### src/rtl/gpio_irq_pkg.sv
package gpio_irq_pkg;
    typedef enum logic {
        SRC_IDLE = 1'b0,
        SRC_PEND = 1'b1
    } src_state_t;

    localparam logic [2:0] A_DATA = 3'd0;
    localparam logic [2:0] A_DIR  = 3'd1;
    localparam logic [2:0] A_RISE = 3'd2;
    localparam logic [2:0] A_FALL = 3'd3;
    localparam logic [2:0] A_IRQ  = 3'd4;
endpackage

### src/rtl/gpio_sync_edge.sv
module gpio_sync_edge #(
    parameter int WIDTH = 16
) (
    input  logic             clk,
    input  logic             rst_n,
    input  logic [WIDTH-1:0] raw,
    output logic [WIDTH-1:0] level,
    output logic [WIDTH-1:0] rise,
    output logic [WIDTH-1:0] fall
);
    logic [WIDTH-1:0] meta_q;
    logic [WIDTH-1:0] sync_q;
    logic [WIDTH-1:0] prev_q;

    always_ff @(posedge clk) begin
        if (!rst_n) begin
            meta_q <= '0;
            sync_q <= '0;
            prev_q <= '0;
        end else begin
            meta_q <= raw;
            sync_q <= meta_q;
            prev_q <= sync_q;
        end
    end

    always_comb begin
        level = sync_q;
        rise  = sync_q & ~prev_q;
        fall  = ~sync_q & prev_q;
    end
endmodule

### src/rtl/gpio_irq_cell.sv
module gpio_irq_cell
    import gpio_irq_pkg::*;
(
    input  logic clk,
    input  logic rst_n,
    input  logic rise,
    input  logic fall,
    input  logic rise_en,
    input  logic fall_en,
    input  logic clr,
    output logic pend
);
    src_state_t state_q;
    src_state_t state_d;
    logic       hit;

    assign hit = (rise & rise_en) | (fall & fall_en);

    always_ff @(posedge clk) begin
        if (!rst_n) state_q <= SRC_IDLE;
        else        state_q <= state_d;
    end

    always_comb begin
        state_d = state_q;
        unique case (state_q)
            SRC_IDLE: if (hit)         state_d = SRC_PEND;
            SRC_PEND: if (clr && !hit) state_d = SRC_IDLE;
            default:                   state_d = SRC_IDLE;
        endcase
    end

    always_comb begin
        pend = (state_q == SRC_PEND);
    end
endmodule

### src/rtl/gpio_read_mux.sv
module gpio_read_mux
    import gpio_irq_pkg::*;
#(
    parameter int NPIN = 10,
    parameter int DW   = 16
) (
    input  logic [2:0]      addr,
    input  logic [NPIN-1:0] level,
    input  logic [NPIN-1:0] data,
    input  logic [NPIN-1:0] dir,
    input  logic            hold_low,
    input  logic [DW-1:0]   ren,
    input  logic [DW-1:0]   fen,
    input  logic [DW-1:0]   stat,
    output logic [DW-1:0]   rdata
);
    always_comb begin
        rdata = '0;
        unique case (addr)
            A_DATA: rdata[NPIN-1:0] = level;
            A_DIR: begin
                rdata[NPIN-1:0] = dir;
                rdata[DW-1]     = hold_low;
            end
            A_RISE:  rdata = ren;
            A_FALL:  rdata = fen;
            A_IRQ:   rdata = stat;
            default: rdata = '0;
        endcase
    end

    // Data register is write-only as seen from the bus; kept as a port
    // so the mux has one view of all stored state.
    logic unused_data;
    assign unused_data = ^data;
endmodule

### src/rtl/gpio_irq_bank.sv
module gpio_irq_bank
    import gpio_irq_pkg::*;
#(
    parameter int NPIN     = 10,
    parameter int NEVT     = 5,
    parameter int EVT_BASE = 11
) (
    input  logic                        clk,
    input  logic                        rst_n,
    input  logic [2:0]                  reg_addr,
    input  logic [EVT_BASE+NEVT-1:0]    reg_wdata,
    input  logic                        reg_we,
    output logic [EVT_BASE+NEVT-1:0]    reg_rdata,
    input  logic [NPIN-1:0]             pin_in,
    output logic [NPIN-1:0]             pin_out,
    output logic [NPIN-1:0]             pin_oe,
    input  logic [NEVT-1:0]             evt_in,
    output logic                        frame_hold_low,
    output logic                        irq
);
    localparam int DW = EVT_BASE + NEVT;
    localparam logic [DW-1:0] PIN_MASK = DW'((64'd1 << NPIN) - 64'd1);
    localparam logic [DW-1:0] EVT_MASK = DW'(((64'd1 << NEVT) - 64'd1) << EVT_BASE);
    localparam logic [DW-1:0] VALID    = PIN_MASK | EVT_MASK;

    logic [NPIN-1:0] data_q;
    logic [NPIN-1:0] dir_q;
    logic            hold_q;
    logic [DW-1:0]   ren_q;
    logic [DW-1:0]   fen_q;
    logic [DW-1:0]   clrw_q;

    logic [DW-1:0]   src_raw;
    logic [DW-1:0]   src_lvl;
    logic [DW-1:0]   src_rise;
    logic [DW-1:0]   src_fall;
    logic [DW-1:0]   clr_pulse;
    logic [DW-1:0]   stat_w;
    logic            wr_irq;

    // Register writes
    always_ff @(posedge clk) begin
        if (!rst_n) begin
            data_q <= '0;
            dir_q  <= '0;
            hold_q <= 1'b0;
            ren_q  <= '0;
            fen_q  <= '0;
            clrw_q <= '0;
        end else if (reg_we) begin
            unique case (reg_addr)
                A_DATA: data_q <= reg_wdata[NPIN-1:0];
                A_DIR: begin
                    dir_q  <= reg_wdata[NPIN-1:0];
                    hold_q <= reg_wdata[DW-1];
                end
                A_RISE: ren_q  <= reg_wdata & VALID;
                A_FALL: fen_q  <= reg_wdata & VALID;
                A_IRQ:  clrw_q <= reg_wdata & VALID;
                default: ;
            endcase
        end
    end

    // Clear fires on a 0-to-1 change against the previous clear-register write
    assign wr_irq    = reg_we && (reg_addr == A_IRQ);
    assign clr_pulse = wr_irq ? (reg_wdata & ~clrw_q & VALID) : '0;

    // Source vector assembly
    always_comb begin
        src_raw = '0;
        src_raw[NPIN-1:0]          = pin_in;
        src_raw[EVT_BASE +: NEVT]  = evt_in;
    end

    gpio_sync_edge #(.WIDTH(DW)) u_sync (
        .clk   (clk),
        .rst_n (rst_n),
        .raw   (src_raw),
        .level (src_lvl),
        .rise  (src_rise),
        .fall  (src_fall)
    );

    for (genvar i = 0; i < DW; i++) begin : g_src
        if (VALID[i]) begin : g_cell
            gpio_irq_cell u_cell (
                .clk     (clk),
                .rst_n   (rst_n),
                .rise    (src_rise[i]),
                .fall    (src_fall[i]),
                .rise_en (ren_q[i]),
                .fall_en (fen_q[i]),
                .clr     (clr_pulse[i]),
                .pend    (stat_w[i])
            );
        end else begin : g_none
            assign stat_w[i] = 1'b0;
        end
    end

    gpio_read_mux #(.NPIN(NPIN), .DW(DW)) u_rmux (
        .addr     (reg_addr),
        .level    (src_lvl[NPIN-1:0]),
        .data     (data_q),
        .dir      (dir_q),
        .hold_low (hold_q),
        .ren      (ren_q),
        .fen      (fen_q),
        .stat     (stat_w),
        .rdata    (reg_rdata)
    );

    assign pin_out        = data_q;
    assign pin_oe         = dir_q;
    assign frame_hold_low = hold_q;
    assign irq            = |stat_w;
endmodule

### config.mk
export PLATFORM = sky130hd
export DESIGN_NAME = gpio_irq_bank
export DESIGN_NICKNAME = d
export VERILOG_FILES = /design/src/rtl/gpio_irq_pkg.sv /design/src/rtl/gpio_sync_edge.sv /design/src/rtl/gpio_irq_cell.sv /design/src/rtl/gpio_read_mux.sv /design/src/rtl/gpio_irq_bank.sv
export SDC_FILE = /design/constraint.sdc
export NUM_CORES = 1
export LEC_CHECK = 0
export ABC_AREA = 1
export BUFFER_PORTS_ARGS = -buffer_cell sky130_fd_sc_hd__clkbuf_2
export CORE_MARGIN = 3
export CORE_UTILIZATION = 41
export CTS_BUF_LIST = sky130_fd_sc_hd__clkbuf_4 sky130_fd_sc_hd__clkbuf_8
export DETAILED_ROUTE_END_ITERATION = 10
export SLEW_MARGIN = 20
export SYNTH_ARGS = -nofsm -noshare
export SYNTH_HDL_FRONTEND = slang
export SYNTH_SLANG_ARGS = --single-unit
### constraint.sdc
create_clock -name clk -period 1.4 [get_ports clk]
set_input_delay 0.28 -clock clk [delete_from_list [all_inputs] [get_ports clk]]
set_output_delay 0.28 -clock clk [all_outputs]
set_load 0.005 [all_outputs]
# --- After elaboration in Yosys (flattened, before gate mapping) ---
# Index checks and enable logic that the tools add are counted.
classes:
  reduce_logical: 38
  mux: 49
  n_eq_ne: 4
  n_bitwise: 66
ops:
  columns: ["op", "count"]
  rows:
  - ["$pmux W10 S5", 1]
  - ["$and A16 B16 Y16", 3]
  - ["$not A16 Y16", 3]
  - ["$and A1 B1 Y1", 30]
  - ["$mux W1", 30]
  - ["$pmux W1 S2", 15]
  - ["$logic_and A1 B1 Y1", 16]
  - ["$mux W16", 1]
  - ["$logic_not A1 Y1", 15]
  - ["$not A1 Y1", 15]
  - ["$or A1 B1 Y1", 15]
  - ["$pmux W5 S3", 1]
  - ["$reduce_or A15 Y1", 1]
  - ["$reduce_and A2 Y1", 5]
  - ["$eq A3 B2 Y1 const B", 2]
  - ["$pmux W1 S4", 1]
  - ["$eq A3 B1 Y1 const B", 1]
  - ["$eq A3 B3 Y1 const B", 1]
  - ["$logic_not A3 Y1", 1]
word_totals:
  out_inout_bits: 38
  reg_bits: 129
  elab_cells: 182

# --- Depth between registers and ports, before layout ---
# Gate-level depths: netlist of run 1.
depth:
  ltp_word: 8
  ltp_mapped: 8

# --- By module ---
# Synthesis of run 1 repeated with hierarchy kept, for this count alone.
unflattened:
  hier_cells: 899
  hier_area_um2: 5865.6
by_module_without_submodules:
  columns: ["mod", "area_per_inst_um2", "seq_area_each_um2", "cells_per_inst", "instances"]
  rows:
  - ["gpio_irq_bank", 2767.7, 1321.3, 402, 1]
  - ["gpio_sync_edge", 1601.5, 960.9, 213, 1]
  - ["gpio_irq_cell", 52.6, 20.0, 9, 15]
  - ["gpio_read_mux", 708.2, 0.0, 149, 1]

# --- Least setup slack after synthesis of run 1 ---
# No wires, ideal clock.
synth_path:
  kind: "input -> output"
  from: "input reg_addr[0]"
  to: "output reg_rdata[1]"
  cell_stages: 7
  required_ns: 1.120
  arrival_time_ns: 1.129
  path_buffers: 2
  setup_slack_ns: -0.009
  path_cell_list: "buf_2 -> nor3_1 -> buf_2 -> nand2_1 -> o21ai_0 -> nor2_1 -> nand2_1"
synth_between:
  elab_chain_cells: 2
  word_cells_on_any_way: 6
  classes_between: "eq/ne: 4; mux: 1; reduce/logical: 1"
synth_rtl:
  columns: ["element", "line", "rtl"]
  rows:
  - ["from (decl)", "gpio_irq_bank.sv:10", "input logic [2:0] reg_addr,"]
  - ["$eq A3 B3 Y1 (tied with other cells)", "gpio_read_mux.sv:19", "unique case (addr)"]
  - ["$pmux W10 S5 *", "gpio_read_mux.sv:19", null]
  - ["to (decl)", "gpio_irq_bank.sv:13", "output logic [EVT_BASE+NEVT-1:0] reg_rdata,"]
# Every way passes the cells marked *; elsewhere a longest branch is shown, timed or not.

# --- Worst setup path in the final report of run 1 ---
layout_path:
  from: "register g_src[5].g_cell.u_cell.state_q"
  to: "output irq"
layout_between:
  elab_chain_cells: 1
layout_rtl:
  columns: ["element", "line", "rtl"]
  rows:
  - ["from (decl)", "gpio_irq_cell.sv:13", "src_state_t state_q;"]
  - ["from (signal assigned)", "gpio_irq_cell.sv:21", "else state_q <= state_d;"]
  - ["$reduce_or A15 Y1", "gpio_irq_bank.sv:117", "assign irq = |stat_w;"]
  - ["to (decl)", "gpio_irq_bank.sv:19", "output logic irq"]
# Every way passes these cells.

==> impl_metrics.toml, run 1 <==
[status]
status = "finished, violations left"
violations = "setup timing"

[synth]
synth_area_leaders = "dfxtp_1 (49%), nand2_1 (12%), nor2_1 (11%)"
syn-num-nets = 775
syn_inst = 738
ys_seq_area_frac = 0.494
ys_warn_count = 0
synth.avg_cell_area_sq_um = 6.92
synth_top_flop_cell = "dfxtp_1"
synth_enable_flop_cells = 0
ys_async_sr_fraction = 0
yosys.area.top_type = "dfxtp_1"
netlist_area_sq_um = 5110
synthDominantCellAreaShare = 0.494
synthDistinctLibCells = 24
ys_seq_elements = 126

[power_and_ir_drop]
power_frac_comb = 0.085
swShare = 0.236
power.density_nw_per_um2 = 1160
vdd_drop_max_mv = 0.588
pwr-share-clk = 0.422
power_leakage_nw = 3.20
p_sw_mw = 1.81
pwr-share-seq = 0.493
p_int_mw = 5.84

[place]
port_buffers = 72
gp_congestion = 0.860
place_inst = 979
dp_hpwl_microns = 9920

[critical_path]
critical_path_class = "register to output port"
r2r-start = "u_sync.level[0]"
r2r_cells = 4
crit_arrival_ns = 1.37
end_kind = "output port"
crit_start = "g_src[5].g_cell.u_cell.pend"
critPathRequiredTime_ns = 1.12
startpoint_type = "register"
cp_max_fo = 2

[drt]
drc = 0
viasPerCell = 4.76
routedWlPerCell_microns = 14.2
vias = 4863
drt-pass1-iter-count = 5
ant_nets = 0
drt_iter0_drc = 348
wl_microns = 14500

[clock_network]
cts_buffer_depth = 2
cts_made_buffers = 17
cts_max_level = 4
cts.root.buffer_cell = "clkbuf_8"
worstSkewPairLatency_ns = 0.44
cts.reportedPaths.clkPinSlew_ns = 0.07
cts_tree = "built"
clock_sinks = 126

[floorplanning]
dieArea_sq_um = 13800
placementRows = 40
initial_core_util = 0.422
dieWidth_microns = 118
io_pins = 75
fp.dieH_microns = 118
design.core.area_sq_um = 12100

[sta]
fin_skew_ns = 0.0107
layout_setup_ws_ns = -0.247
grt_setup_unrepaired = "yes"
finalSetupViolations = 16
finalCritPeriodShare = 1.18
finalMaxSlewViolations = 0
fmax_ghz = 0.607
hold_viol = 0
min_period_ns = 1.65
finalSetupTns_ns = -2.51

[worst_hold_path]
hold_start = "evt_in[4]"
hp-class = "input pin to register"
whs_path_depth = 3

[global_route]
grt_max_degree = 87
grt_pass1_vias = 4635
grt.total_usage = 0.214
antenna_found_initial = 0
grt_first_pass_wirelength_microns = 23500
overflow = 0

[layout]
final_cells = 1021
layout_commonest_cell = "nand2_1"
area_delta_synth_final_pct = 28.9
fillCellCount = 1193
final_cell_mix = "nand2_1 (148), nor2_1 (143), dfxtp_1 (123), inv_1 (99), clkbuf_2 (62)"
antenna_cells = 0
nNetsFinal = 877
drive_above_1_share = 0.223

[run]
max_cap_viol_count = 0
==> kinds of logic (layout without fill, tap and decap cells) <==
kind of cell / after synthesis / after routing / synth area share
other cells: 1 / 1 / 0.000734
simple gates: 357 / 357 / 0.285
buf+inv: 138 / 253 / 0.105
compound gates: 116 / 116 / 0.116
flops: 126 / 126 / 0.494
==> Yosys cell counts (2+ instances only) <==
library cell / instances
nor2_2: 2
inv_2: 4
a21oi_1: 54
nand4_1: 18
nand3_1: 12
buf_2: 10
buf_4: 2
nand2_1: 169
clkbuf_1: 18
inv_1: 103
nor2_4: 2
o21ai_0: 50
o211ai_1: 4
dfxtp_1: 126
nor2_1: 145
o21ai_1: 8
nand2_2: 3
nor3_1: 2
==> worst max-delay path, stage by stage (launching register included) <==
cell      delay [ns]
dfxtp_1         0.31
inv_1           0.07
nand4_1         0.13
nor2_2          0.17
nand3_1         0.11
clkbuf_2        0.13
==> per-layer routing <==
metal	vias to the layer above	track usage	part of all wire
met1	2209	0.293	0.47
met3	20	0.0596	0.069
met5	-	0	0
li1	2479	-	-
met4	0	0.0718	0.015
met2	155	0.327	0.45
==> flip-flops by register name, indices dropped and copies added, names as in the netlist <==
name                      cells
ren_q                        15
u_sync.meta_q                15
u_sync.level                 15
fen_q                        15
frame_hold_low                1
g_src.g_cell.u_cell.pend     15
clrw_q                       15
pin_oe                       10
u_sync.prev_q                15
pin_out                      10
==> power groups by stage <==
stage	logic [mW]	registers [mW]	clock network, mW
after floorplan	0.297	3.83	0
after global placement	0.565	3.84	0
after detailed placement	0.576	3.84	0
after CTS	0.643	3.77	3.30
after global routing	0.718	3.78	3.47
final	0.652	3.77	3.23
==> final timing paths <==
check	endpoint	slack (ns)
worst min register to register	u_sync.level[9]	0.41
worst max register to register	g_src[0].g_cell.u_cell.pend	0.50
worst max-delay path	irq	-0.25
worst min-delay path	u_sync.meta_q[15]	0.02
==> repair_timing <==
item / 4_1_cts / 5_1_grt
pin swaps: 18 / 15
gates cloned: 2 / 0
setup buffers: 4 / 1
setup endpoints to repair: 16 / 16
hold buffers: 4 / 0
resized for setup: 52 / 30
hold endpoints to repair: 4 / 0
==> layout make-up <==
type,count,area (sq um),share of cell area
sequential,126,2530,0.384
multi-input combinational,474,2170,0.329
timing repair buffer,114,860,0.131
inverter,107,412,0.0625
clock buffer,26,333,0.0505
tap,168,210,0.0319
clock inverter,6,80.1,0.0122
==> through the flow <==
step	area, sq um	worst slack (ns)	hold slack (ns)	util	total power, mW
2_1_floorplan	5110	0.0113	0.378	-	4.13
3_3_place_gp	5880	-0.209	0.395	0.485	4.41
3_5_place_dp	5880	-0.241	0.398	0.485	4.42
4_1_cts	6540	-0.278	0.000765	0.540	7.71
5_1_grt	6590	-0.346	0.00713	0.544	7.96
6_report	6590	-0.247	0.0221	0.544	7.65
(Power assumes the default switching activity.)
==> inputs of run 2 (changes only) <==
--- a/config.mk
+++ b/config.mk
@@ -11,6 +11,7 @@
 export CORE_UTILIZATION = 41
 export CTS_BUF_LIST = sky130_fd_sc_hd__clkbuf_4 sky130_fd_sc_hd__clkbuf_8
 export DETAILED_ROUTE_END_ITERATION = 10
+export PLACE_DENSITY = 0.72
 export SLEW_MARGIN = 20
 export SYNTH_ARGS = -nofsm -noshare
 export SYNTH_HDL_FRONTEND = slang
==> run 2 against run 1 <==
The flow still finishes with violations (setup timing); clock skew is 0.0024 ns lower; hold slack improved by 0.013 ns; critical path depth is the same; setup slack gained 0.0089 ns; sequential share of layout area fell by 0.080 points; utilization increased by 0.60 points; non-clock buffer count grew 15; global-route usage decreased by 0.96 points; combinational power is essentially flat; final cell count grew 1.5%; first-iteration DRC count grew 8.3%; register-to-register slack worse by 0.03 ns; critical path type unchanged; critical endpoint unchanged; highest routed layer unchanged.
==> impl_metrics.toml, run 2 (synthesis gave the netlist of run 1 again) <==
[global_route]
grt_first_pass_wirelength_microns = 22900
grt.total_usage = 0.204
grt_max_degree = 35
antenna_found_initial = 0
overflow = 0
grt_pass1_vias = 4641

[drt]
drt_iter0_drc = 377
route.met2.wl_microns = 6560
vias = 4959
wl_microns = 14100
wl_met1_microns = 6300
ant_nets = 0
routedWlPerCell_microns = 13.6
dr.max_layer_used = "met4"
drt-pass1-iter-count = 5
viasPerCell = 4.79
drc = 0
wl_met3_microns = 955

[place]
preCtsSetupSlack_ns = -0.185
port_buffers = 72
dp_hpwl_microns = 9520
gp_congestion = 0.844

[critical_path]
cp_cell_sequence = "inv_2, nand4_1, nor2_2, nand3_1, clkbuf_2"
timing.critical_path.slowest_stage_cell = "dfxtp_2"
critical_path_class = "register to output port"
r2r-start = "fen_q[0]"
cp-endpoint = "irq"
rr_endpoint = "g_src[0].g_cell.u_cell.pend"
r2r_cells = 5
crit_start = "g_src[0].g_cell.u_cell.pend"
cp_max_fo = 2
end_kind = "output port"
startpoint_type = "register"
timing.critical_path.buf_inv = 2
reg2reg_slack_ns = 0.47
cpLargestDelayFamily = "simple AND/OR/NAND/NOR gates"
slowest_delay_ns = 0.32
cp.depth = 5
crit_arrival_ns = 1.36
critPathRequiredTime_ns = 1.12

[layout]
antenna_cells = 0
final_cell_mix = "nand2_1 (147), nor2_1 (142), dfxtp_1 (105), inv_1 (94), clkbuf_2 (60)"
final_util = 0.550
layout_commonest_cell = "nand2_1"
area_delta_synth_final_pct = 30.3
drive_above_1_share = 0.275
nNetsFinal = 892

[floorplanning]
dieWidth_microns = 118
initial_core_util = 0.422
fp.dieH_microns = 118
io_pins = 75
dieArea_sq_um = 13800
placementRows = 40
design.core.area_sq_um = 12100

[worst_hold_path]
hp-class = "input pin to register"
whs_path_depth = 3

[sta]
hold_viol = 0
grt_setup_unrepaired = "yes"
min_period_ns = 1.64
fin_skew_ns = 0.00824
finalMaxSlewViolations = 0
finalCritPeriodShare = 1.17
layout_setup_ws_ns = -0.238
fmax_ghz = 0.610
finalSetupViolations = 16

[clock_network]
clock_sinks = 126
cts_max_level = 4
cts.reportedPaths.clkPinSlew_ns = 0.07
cts_tree = "built"
worstSkewPairLatency_ns = 0.42
cts_buffer_depth = 2
cts.root.buffer_cell = "clkbuf_8"
cts_made_buffers = 17

[power_and_ir_drop]
p_total_mw = 7.65
power.density_nw_per_um2 = 1150
power_leakage_nw = 3.26
vdd_drop_max_mv = 0.848

[status]
status = "finished, violations left"
violations = "setup timing"

[run]
max_cap_viol_count = 0
-- run 2: changes by cell type in the layout (fill, tap and decap cells not counted), moves of 3 or more --
cell / previous run / this run
buf_4: 22 / 46
dfxtp_1: 123 / 105
dfxtp_2: 3 / 21
buf_12: 7 / 2
inv_1: 99 / 94
clkbuf_8: 23 / 19
dlygate4sd3_1: 4 / 0
inv_2: 6 / 10
clkbuf_4: 4 / 1
clkinvlp_4: 0 / 3
o21ai_2: 4 / 7
-- run 2: per-stage QoR --
stage | cell area [sq um] | setup TNS (ns) | cells | hold slack, ns
2_1_floorplan | 5110 | 0 | 738 | 0.378
3_3_place_gp | 5890 | -3.89 | 989 | 0.394
3_5_place_dp | 5890 | -5.62 | 989 | 0.396
4_1_cts | 6540 | -2.17 | 1033 | 0.00879
5_1_grt | 6660 | -2.66 | 1036 | 0.0276
6_report | 6660 | -1.75 | 1036 | 0.0353
-- run 2: layout make-up --
| type | count | area, sq um |
|---|---|---|
| multi-input cells | 474 | 2190 |
| flip-flops and latches | 126 | 2550 |
| inverters | 107 | 419 |
| clock buffers | 20 | 269 |
| clock inverters | 12 | 143 |
| fillers | 1171 | 5450 |
| well taps | 168 | 210 |
| repair buffers | 129 | 883 |
-- run 2: tightest hold or removal path, cell delays in order --
cell and delay, ns:
clkbuf_2 0.07, nand2_1 0.04, inv_1 0.04
-- run 2: how the worst min path moves through the flow --
stage	start	end	slack, ns
after floorplan	pin_in[0]	u_sync.meta_q[0]	0.38
after global placement	u_sync.meta_q[8]	u_sync.level[8]	0.39
after detailed placement	u_sync.meta_q[12]	u_sync.level[12]	0.40
after CTS	pin_in[9]	u_sync.meta_q[9]	0.009
after global routing	pin_in[7]	u_sync.meta_q[7]	0.03
final	pin_in[9]	u_sync.meta_q[9]	0.04
-- run 2: metal layers --
metal	up-vias	track usage
met5	-	0
met4	0	0.0850
met3	25	0.0442
met2	181	0.325
met1	2245	0.270
li1	2508	-
-- run 2: timing repair --
action | 4_1_cts | 5_1_grt
endpoints found under the hold margin | 0 | 0
hold buffers | 0 | 0
pin swaps | 16 | 24
endpoints found under the setup margin | 16 | 16
setup buffers | 11 | 5
cloned | 1 | 0
gates resized for setup | 56 | 64
-- run 2: power breakdown --
group          internal [mW]  switching (mW)  total, mW
Sequential              3.70          0.0710       3.77
Clock                   1.85            1.38       3.23
Combinational          0.257           0.394      0.651
